`config.mk`:
```
export PLATFORM = sky130hd
export DESIGN_NAME = cyc_prof_evgen
export DESIGN_NICKNAME = d
export VERILOG_FILES = /design/src/rtl/cyc_prof_pkg.sv /design/src/rtl/cpc_cycle_core.sv /design/src/rtl/cpc_post_scaler.sv /design/src/rtl/cpc_prof_ctr.sv /design/src/rtl/cyc_prof_evgen.sv
export SDC_FILE = /design/constraint.sdc
export NUM_CORES = 1
export LEC_CHECK = 0
export BUFFER_PORTS_ARGS = -buffer_cell sky130_fd_sc_hd__buf_2
export CORE_ASPECT_RATIO = 1.2
export CORE_MARGIN = 4
export CORE_UTILIZATION = 33
export DETAILED_ROUTE_END_ITERATION = 10
export GPL_ROUTABILITY_DRIVEN = 0
export PLACE_DENSITY = 0.56
export SLEW_MARGIN = 20
export SYNTH_ARGS = -nofsm -noshare
export SYNTH_HDL_FRONTEND = slang
export SYNTH_HIERARCHICAL = 1
export SYNTH_SLANG_ARGS = --single-unit
```
`constraint.sdc`:
```
create_clock -name clk -period 2.89 [get_ports clk]
set_input_delay 0.578 -clock clk [delete_from_list [all_inputs] [get_ports clk]]
set_output_delay 0.578 -clock clk [all_outputs]
set_load 0.005 [all_outputs]
```
`src/rtl/cyc_prof_pkg.sv`:
```
package cyc_prof_pkg;
  localparam int NPROF = 4;
  localparam int PS_W  = 4;
  localparam int AW    = 3;

  typedef struct packed {
    logic [NPROF-1:0] prof_evt_en;
    logic             cyc_evt_en;
    logic             pc_smp_en;
    logic [1:0]       sync_sel;
    logic [PS_W-1:0]  reload;
    logic             tap_sel;
    logic             run;
  } ctl_t;

  localparam int CTL_W = $bits(ctl_t);

  localparam logic [AW-1:0] A_CTL   = 3'd0;
  localparam logic [AW-1:0] A_CYC   = 3'd1;
  localparam logic [AW-1:0] A_POST  = 3'd2;
  localparam int            A_PROF0 = 3;
endpackage

```
`src/rtl/cpc_cycle_core.sv`:
```
module cpc_cycle_core #(
  parameter int CNT_W  = 32,
  parameter int TAP_LO = 6,
  parameter int TAP_HI = 10,
  parameter int SYNC_A = 24,
  parameter int SYNC_B = 26,
  parameter int SYNC_C = 28
) (
  input  logic             clk,
  input  logic             rst,
  input  logic             run,
  input  logic             tap_sel,
  input  logic [1:0]       sync_sel,
  input  logic             load,
  input  logic [CNT_W-1:0] load_val,
  output logic [CNT_W-1:0] cnt,
  output logic             tick,
  output logic             sync_req
);
  logic [CNT_W-1:0] cnt_q, cnt_nxt, flips;
  logic             adv, sync_hit, sync_q;

  assign cnt_nxt = cnt_q + 1'b1;
  assign flips   = cnt_q ^ cnt_nxt;
  assign adv     = run && !load;
  assign tick    = adv && (tap_sel ? flips[TAP_HI] : flips[TAP_LO]);

  always_comb begin
    case (sync_sel)
      2'b01:   sync_hit = flips[SYNC_A];
      2'b10:   sync_hit = flips[SYNC_B];
      2'b11:   sync_hit = flips[SYNC_C];
      default: sync_hit = 1'b0;
    endcase
  end

  always_ff @(posedge clk) begin
    if (rst) begin
      cnt_q  <= '0;
      sync_q <= 1'b0;
    end else begin
      if (load)     cnt_q <= load_val;
      else if (run) cnt_q <= cnt_nxt;
      sync_q <= adv && sync_hit;
    end
  end

  assign cnt      = cnt_q;
  assign sync_req = sync_q;


  count_step_chk: assert property (@(posedge clk) disable iff (rst)
    (run && !load) |=> (cnt_q - $past(cnt_q)) == CNT_W'(1));

  count_hold_chk: assert property (@(posedge clk) disable iff (rst)
    (!run && !load) |=> $stable(cnt_q));

  sync_gate_chk: assert property (@(posedge clk) disable iff (rst)
    sync_q |-> ($past(run) && $past(sync_sel) != 2'b00));
endmodule

```
`src/rtl/cpc_post_scaler.sv`:
```
module cpc_post_scaler #(
  parameter int PS_W = 4
) (
  input  logic            clk,
  input  logic            rst,
  input  logic            tick,
  input  logic            load,
  input  logic [PS_W-1:0] load_val,
  input  logic [PS_W-1:0] reload,
  input  logic            pc_en,
  input  logic            cyc_en,
  output logic            pc_evt,
  output logic            cyc_evt
);
  logic [PS_W-1:0] post_q;
  logic            fire, pc_q, cyc_q;

  assign fire = tick && !load && (post_q == '0);

  always_ff @(posedge clk) begin
    if (rst) begin
      post_q <= '0;
      pc_q   <= 1'b0;
      cyc_q  <= 1'b0;
    end else begin
      if (load)      post_q <= load_val;
      else if (tick) post_q <= (post_q == '0) ? reload : post_q - 1'b1;
      pc_q  <= fire && pc_en;
      cyc_q <= fire && !pc_en && cyc_en;
    end
  end

  assign pc_evt  = pc_q;
  assign cyc_evt = cyc_q;


  evt_excl_chk: assert property (@(posedge clk) disable iff (rst)
    !(pc_q && cyc_q));

  fire_at_zero_chk: assert property (@(posedge clk) disable iff (rst)
    (pc_q || cyc_q) |-> ($past(post_q) == '0 && $past(tick)));
endmodule

```
`src/rtl/cpc_prof_ctr.sv`:
```
module cpc_prof_ctr #(
  parameter int W          = 8,
  parameter bit SKIP_FIRST = 1'b0
) (
  input  logic         clk,
  input  logic         rst,
  input  logic         strobe,
  input  logic         evt_en,
  input  logic         load,
  input  logic [W-1:0] load_val,
  output logic         evt
);
  logic [W-1:0] cnt_q;
  logic         strobe_d, inc, evt_q;

  assign inc = strobe && (!SKIP_FIRST || strobe_d) && !load;

  always_ff @(posedge clk) begin
    if (rst) begin
      cnt_q    <= '0;
      strobe_d <= 1'b0;
      evt_q    <= 1'b0;
    end else begin
      strobe_d <= strobe;
      if (load)     cnt_q <= load_val;
      else if (inc) cnt_q <= cnt_q + 1'b1;
      evt_q <= inc && evt_en && (cnt_q == '1);
    end
  end

  assign evt = evt_q;


  wrap_zero_chk: assert property (@(posedge clk) disable iff (rst)
    evt_q |-> (cnt_q == '0));

  wrap_gate_chk: assert property (@(posedge clk) disable iff (rst)
    evt_q |-> $past(evt_en));
endmodule

```
`src/rtl/cyc_prof_evgen.sv`:
```
module cyc_prof_evgen
  import cyc_prof_pkg::*;
#(
  parameter int          CNT_W     = 32,
  parameter int          DATA_W    = 32,
  parameter int          PROF_W    = 8,
  parameter int          TAP_LO    = 6,
  parameter int          TAP_HI    = 10,
  parameter int          SYNC_A    = 24,
  parameter int          SYNC_B    = 26,
  parameter int          SYNC_C    = 28,
  parameter logic [3:0]  SKIP_MASK = 4'b0100
) (
  input  logic              clk,
  input  logic              rst,
  input  logic              wr_en,
  input  logic [2:0]        wr_addr,
  input  logic [DATA_W-1:0] wr_data,
  input  logic [3:0]        prof_strobe,
  output logic [CNT_W-1:0]  cyc_count,
  output logic              pc_sample_evt,
  output logic              cyc_cnt_evt,
  output logic              sync_req,
  output logic [3:0]        prof_evt
);
  ctl_t ctl_q;
  logic tick;
  logic wr_ctl, wr_cyc, wr_post;

  assign wr_ctl  = wr_en && (wr_addr == A_CTL);
  assign wr_cyc  = wr_en && (wr_addr == A_CYC);
  assign wr_post = wr_en && (wr_addr == A_POST);

  always_ff @(posedge clk) begin
    if (rst)         ctl_q <= '0;
    else if (wr_ctl) ctl_q <= ctl_t'(wr_data[CTL_W-1:0]);
  end

  cpc_cycle_core #(
    .CNT_W(CNT_W), .TAP_LO(TAP_LO), .TAP_HI(TAP_HI),
    .SYNC_A(SYNC_A), .SYNC_B(SYNC_B), .SYNC_C(SYNC_C)
  ) u_core (
    .clk(clk), .rst(rst), .run(ctl_q.run), .tap_sel(ctl_q.tap_sel),
    .sync_sel(ctl_q.sync_sel), .load(wr_cyc), .load_val(wr_data[CNT_W-1:0]),
    .cnt(cyc_count), .tick(tick), .sync_req(sync_req)
  );

  cpc_post_scaler #(.PS_W(PS_W)) u_post (
    .clk(clk), .rst(rst), .tick(tick), .load(wr_post),
    .load_val(wr_data[PS_W-1:0]), .reload(ctl_q.reload),
    .pc_en(ctl_q.pc_smp_en), .cyc_en(ctl_q.cyc_evt_en),
    .pc_evt(pc_sample_evt), .cyc_evt(cyc_cnt_evt)
  );

  for (genvar i = 0; i < NPROF; i++) begin : g_prof
    logic ld;
    assign ld = wr_en && (wr_addr == AW'(A_PROF0 + i));
    cpc_prof_ctr #(.W(PROF_W), .SKIP_FIRST(SKIP_MASK[i])) u_ctr (
      .clk(clk), .rst(rst), .strobe(prof_strobe[i]),
      .evt_en(ctl_q.prof_evt_en[i]), .load(ld),
      .load_val(wr_data[PROF_W-1:0]), .evt(prof_evt[i])
    );
  end


  no_run_no_evt_chk: assert property (@(posedge clk) disable iff (rst)
    (pc_sample_evt || cyc_cnt_evt) |-> $past(ctl_q.run));

  pulse_width_chk: assert property (@(posedge clk) disable iff (rst)
    sync_req |=> !sync_req);
endmodule

```
# Word level (Yosys, flattened, before mapping)

Index checks and enable logic that the tools add are counted.

Output and inout port bits: 39
Word-level logic and storage cells: 99
Register bits: 90

Add/sub/neg operators: 6
Bitwise logic cells: 1
Muxes and demuxes: 15
Equal/unequal tests: 13
Reductions and logical operators: 43

Operators with widths:

| kind                    | number |
|---|---|
| $mux W32                | 2 |
| $mux W8                 | 8 |
| $add A32 B1 Y32 const B | 1 |
| $add A8 B1 Y8 const B   | 4 |
| $eq A8 B8 Y1 const B    | 4 |
| $xor A29 B29 Y29        | 1 |
| $logic_and A1 B1 Y1     | 28 |
| $mux W4                 | 3 |
| $reduce_bool A2 Y1      | 6 |
| $eq A3 B3 Y1 const B    | 3 |
| $logic_not A1 Y1        | 7 |
| $eq A3 B2 Y1 const B    | 2 |
| $eq A2 B2 Y1 const B    | 2 |
| $logic_not A4 Y1        | 1 |
| $sub A4 B1 Y4 const B   | 1 |
| $eq A3 B1 Y1 const B    | 1 |
| $logic_not A3 Y1        | 1 |
| $pmux W1 S3             | 1 |
| $eq A2 B1 Y1 const B    | 1 |
| $mux W1                 | 1 |

# Depth between registers and ports, before layout

Word-level depth: 9
Gate-level depth with buffers: 10
Depth with buffers taken out: 7

# Cells and area by module

The synthesis kept the hierarchy.

Modules (own cells, without submodules):

| module                             | sequential area each (um^2) | cells an instance | times used | area each (um^2) |
|---|---|---|---|---|
| cpc_cycle_core                     | 660.6                       | 281               | 1          | 2,170.8 |
| cpc_prof_ctr (g_prof[0].u_ctr ...) | 180.2                       | 55                | 3          | 481.7 |
| cyc_prof_evgen                     | 280.3                       | 72                | 1          | 693.2 |
| cpc_prof_ctr (g_prof[2].u_ctr)     | 200.2                       | 59                | 1          | 504.2 |
| cpc_post_scaler                    | 120.1                       | 42                | 1          | 357.8 |

# Worst setup path after synthesis

OpenSTA, ideal clock, no wires.

Path kind: input to register
Start point: input port wr_addr[2]
End point: register u_post.post_q[3]
Data arrival time: 2,605 ps
Setup time: 70 ps
Setup slack: 216 ps
Required time: 2,820 ps
Cell stages on the path: 9
Path buffers: 3
Cell sequence: nand2b_1 > nor2_1 > clkbuf_1 > clkbuf_1 > buf_1 > nor3_1 > nand2b_4 > or4_1 > a21oi_1

Word-level cells in the longest chain between the ends: 6

RTL lines:

| what                                | line                  | text |
|---|---|---|
| from (decl)                         | cyc_prof_evgen.sv:17  | `input logic [2:0] wr_addr,` |
| $eq A3 B1 Y1                        | cyc_prof_evgen.sv:31  | `assign wr_cyc = wr_en && (wr_addr == A_CYC);` |
| $logic_and A1 B1 Y1                 | cyc_prof_evgen.sv:31  |  |
| named net wr_cyc                    | cyc_prof_evgen.sv:28  | `logic wr_ctl, wr_cyc, wr_post;` |
| $logic_not A1 Y1                    | cpc_cycle_core.sv:25  | `assign adv = run && !load;` |
| $logic_and A1 B1 Y1                 | cpc_cycle_core.sv:25  |  |
| $logic_and A1 B1 Y1                 | cpc_cycle_core.sv:26  | `assign tick = adv && (tap_sel ? flips[TAP_HI] : flips[TAP_LO]);` |
| named net tick                      | cyc_prof_evgen.sv:27  | `logic tick;` |
| $reduce_bool A2 Y1 (no source line) | --                    |  |
| to (signal assigned)                | cpc_post_scaler.sv:26 | `if (load) post_q <= load_val;` |
| to (signal assigned)                | cpc_post_scaler.sv:27 | `else if (tick) post_q <= (post_q == '0) ? reload : post_q - 1'b1;` |
| to (decl)                           | cpc_post_scaler.sv:15 | `logic [PS_W-1:0] post_q;` |

The timed path passes the listed nets, and every way through them passes these cells.
A chain may end at the register's enable or synchronous reset.

# Worst setup path after layout

Start point: register ctl_q[0] in the netlist's numbering
End point: register u_core.cnt_q[21], in the netlist u_core/cnt[21]

Word-level cells in the longest chain between the ends: 1

RTL lines:

| what                                | line                 | text |
|---|---|---|
| from (decl)                         | cyc_prof_evgen.sv:26 | `ctl_t ctl_q;` |
| from (signal assigned)              | cyc_prof_evgen.sv:36 | `else if (wr_ctl) ctl_q <= ctl_t'(wr_data[CTL_W-1:0]);` |
| $reduce_bool A2 Y1 (no source line) | --                   |  |
| to (signal assigned)                | cpc_cycle_core.sv:42 | `if (load) cnt_q <= load_val;` |
| to (signal assigned)                | cpc_cycle_core.sv:43 | `else if (run) cnt_q <= cnt_nxt;` |
| to (decl)                           | cpc_cycle_core.sv:20 | `logic [CNT_W-1:0] cnt_q, cnt_nxt, flips;` |

Every way passes these cells.

==> summary.txt <==
Worst hold path
  – Hold path cells: 2
  – Min-Delay Startpoint: ctl_q[2]$_SDFFE_PP0P_
  – Endpoint, Worst Hold: ctl_q[2]$_SDFFE_PP0P_
  – Hold Crit Class: reg2reg

Pwr
  – Combinational Power Share: 9.8%
  – Switching part of the total: 25.0%
  – Leakage Power: 0.00222 uW
  – Sequential power share: 48.2%
  – Int Power: 2090 uW
  – Power density cells: 461 mW/mm^2
  – Psw: 699 uW
  – Clock network power share: 42.0%
  – Peak VDD IR: 0.000223 V

Floorplan
  – Die H: 145 um
  – DIE WIDTH: 122 um
  – Initial core utilization: 34.0%
  – Num rows: 49
  – Die area: 0.0177 mm^2
  – # IOs: 81
  – Core ar.: 0.0152 mm^2

Finish
  – Layout area overhead: 17.0%
  – Fin area: 0.00605 mm^2
  – Most common cell after layout, fill and taps aside: dfxtp_1
  – Final Util: 39.8%
  – ANT cells: 0
  – Seq. cell area: 0.00180 mm^2
  – Multi-input gate area: 0.00310 mm^2
  – Share of post-route cells with drive strength above 1: 19.0%
  – Most frequent cells in the layout: dfxtp_1, buf_2, nor2_1
  – # fillers: 1,609
  – NumNets Final: 739

Logic synthesis
  – Number of flops mapped to enable cells by yosys: 0
  – Post-Synthesis Net Count: 667
  – Synth area leader: dfxtp_1
  – Post-synth top area share: 34.8%
  – Post-Syn Area per Cell: 8.35 um^2
  – Ys flop type: dfxtp_1
  – Syn. warnings: 6
  – Post-synthesis cell type count: 66
  – FF+latch count, synth: 90
  – Register area share after synthesis: 34.8%
  – FFs w/ async S/R, synth: 0%
  – Synth area leaders: dfxtp_1, nor2_1, nand2b_1, a211oi_1, nand2_1
  – Netlist Area Pre-Place: 0.00517 mm^2
  – Syn Inst Count: 619

Run
  – Max cap viols: 0

Setup path
  – Cell Chain, Critical Path: buf_4, or3b_1, or4_1, o211ai_1
  – CP Capture Type: flop
  – Worst reg2reg path depth: 4
  – Setup crit start: ctl_q[0]$_SDFFE_PP0P_
  – Delay-heaviest family, CP: simple AND/OR/NAND/NOR gates
  – Startpoint Class: flop
  – Kind of critical path: reg2reg
  – FF-to-FF End: u_core/cnt[21]$_SDFFE_PP0P_
  – Crit-path slowest cell: dfxtp_1
  – Crit path DAT: 2.42 ns
  – Worst Path Max Fanout: 11
  – Reg2reg setup slack: 0.73 ns
  – Count of buffer and inverter cells on the critical path: 1
  – Crit path largest cell delay: 0.63 ns
  – RR Startpoint: ctl_q[0]$_SDFFE_PP0P_
  – Critical Path RT: 3.15 ns

STA
  – Max-slew headroom: 56.2%
  – F_max: 463 MHz
  – Fin Setup TNS: 0 ns
  – Min Tclk post-route: 2.16 ns
  – Final Max Tran Viols: 0
  – Unrepaired setup endpoints after global routing: no
  – Final setup fails: 0
  – Clock skew: 0.0120 ns
  – Worst Tran Pin Value: 0.651 ns
  – Worst setup margin: 0.730 ns
  – WHS: 0.478 ns
  – Final hold violation count: 0
  – Final Cycle Share: 74.7%

Detailed routing
  – Via/cell ratio: 5.56
  – First-pass iteration count of the detailed router: 5
  – DRT iter0 DRCs: 372
  – WL final: 15.1 mm
  – Drt drc: 0
  – ANT nets after route: 0
  – Drt wl/cell: 16.8 um
  – Vias: 4,996

Clock network
  – Clock transition at the registers of the reported paths: 0.06 ns
  – CTS Buf Count: 9
  – H-tree depth: 3
  – Clock Tree Root: clkbuf_16
  – Setup Fix Bufs, Post-CTS: 0
  – Hold-fix buffers, CTS: 0
  – TritonCTS clock tree: yes
  – Resize count post-CTS: 0
  – Clk Latency, worst-skew pair: 0.35 ns
  – Clk buf depth: 2
  – CTS Sinks: 90

GRT
  – Initial antenna violation count: 0
  – Number of global-route vias before repair: 4,822
  – Total gr overflow: 0
  – Largest net degree at the start of global routing: 45
  – Total GRT Usage: 17.1%
  – First-pass GRT wire length: 24.5 mm

Placed design
  – Place WS: 0.482 ns
  – Placed Area: 0.00577 mm^2
  – HPWL reported at the end of detailed placement: 10.9 mm
  – PortBufs: 80

Outcome
  – Status: finished clean
==> power by group through the flow <==
stage                     Combinational, uW  Sequential [uW]  Clock [uW]
final                                   273             1350        1170
after global routing                    303             1350        1260
after CTS                               275             1350        1210
after detailed placement                273             1370           0
after global placement                  265             1370           0
after floorplan                         167             1360           0
==> state kept, by name, summed over array words and instances, names as in the netlist <==
| name | cells |
|---|---|
| ctl_q | 14 |
| g_prof.u_ctr/cnt_q | 32 |
| g_prof.u_ctr/evt | 4 |
| g_prof.u_ctr/strobe_d | 1 |
| u_core/cnt | 32 |
| u_core/sync_req | 1 |
| u_post/cyc_evt | 1 |
| u_post/pc_evt | 1 |
| u_post/post_q | 4 |
==> cell usage after synthesis, types with 3 or more instances <==
cell type	number
or3_1	12
buf_6	5
a311oi_1	12
and4bb_2	4
and3_1	6
dfxtp_1	90
a31oi_1	7
o22a_1	3
inv_1	24
mux2_2	3
a221oi_1	3
buf_2	3
xor2_1	15
nor3_1	13
and4_1	13
o21bai_1	4
nand2_1	48
a211oi_1	25
nand2b_1	32
o21ai_0	17
a21oi_1	29
a2111oi_0	6
ha_1	6
buf_4	4
buf_1	7
nor4_1	10
nor3b_1	12
nor2b_1	5
or3b_1	4
nand4_1	23
nor2_1	55
clkbuf_1	15
nand4_2	3
or4_1	6
nand3_1	23
and2_1	3
mux2i_1	17
xnor2_1	9
o211ai_1	10
==> worst max path at each step <==
stage	slack, ns	end	cells after the start
final	0.73	u_core/cnt[21]$_SDFFE_PP0P_	4
after global routing	0.59	u_core/cnt[13]$_SDFFE_PP0P_	5
after CTS	0.73	u_core/cnt[21]$_SDFFE_PP0P_	4
after detailed placement	0.48	u_core/cnt[17]$_SDFFE_PP0P_	7
after global placement	0.52	u_core/cnt[17]$_SDFFE_PP0P_	7
after floorplan	0.22	u_post/post_q[3]$_SDFFE_PP0P_	9
==> metrics by stage <==
stage,total power (uW),instances
6_report,2790,899
5_1_grt,2920,899
4_1_cts,2830,899
3_5_place_dp,1650,884
3_3_place_gp,1640,884
2_1_floorplan,1530,619
==> layer usage <==
layer	part of all wire (%)	track usage [%]	up-vias
met5	0	0	-
met4	2.5	6.78	0
met1	43	21.7	2389
met3	6.1	3.74	23
met2	48	28.0	144
li1	-	-	2440
==> kinds of logic (layout without fill, tap and decap cells) <==
group / Yosys count / in the layout / synth area share (%)
flip-flops: 90 / 90 / 34.8
multiplexers: 20 / 20 / 3.94
adder cells (fa/ha/maj): 6 / 6 / 1.45
AO/OA/AOI/OAI: 130 / 130 / 17.3
AND/OR/NAND/NOR: 290 / 290 / 33.0
buffers and inverters: 59 / 135 / 5.40
XOR/XNOR: 24 / 24 / 4.07
==> area by class of cell <==
type	instances	share of cell area, %
clock inverters	3	0.662
multi-input cells	470	51.2
clock buffers	12	4.07
repair buffers	96	8.60
inverters	24	1.49
flip-flops and latches	90	29.8
well taps	204	4.22
==> worst register-to-register path: stages, from the launching register on <==
cell and delay [ns]:
dfxtp_1 0.63, buf_4 0.26, or3b_1 0.52, or4_1 0.56, o211ai_1 0.11
(Power assumes the default switching activity.)
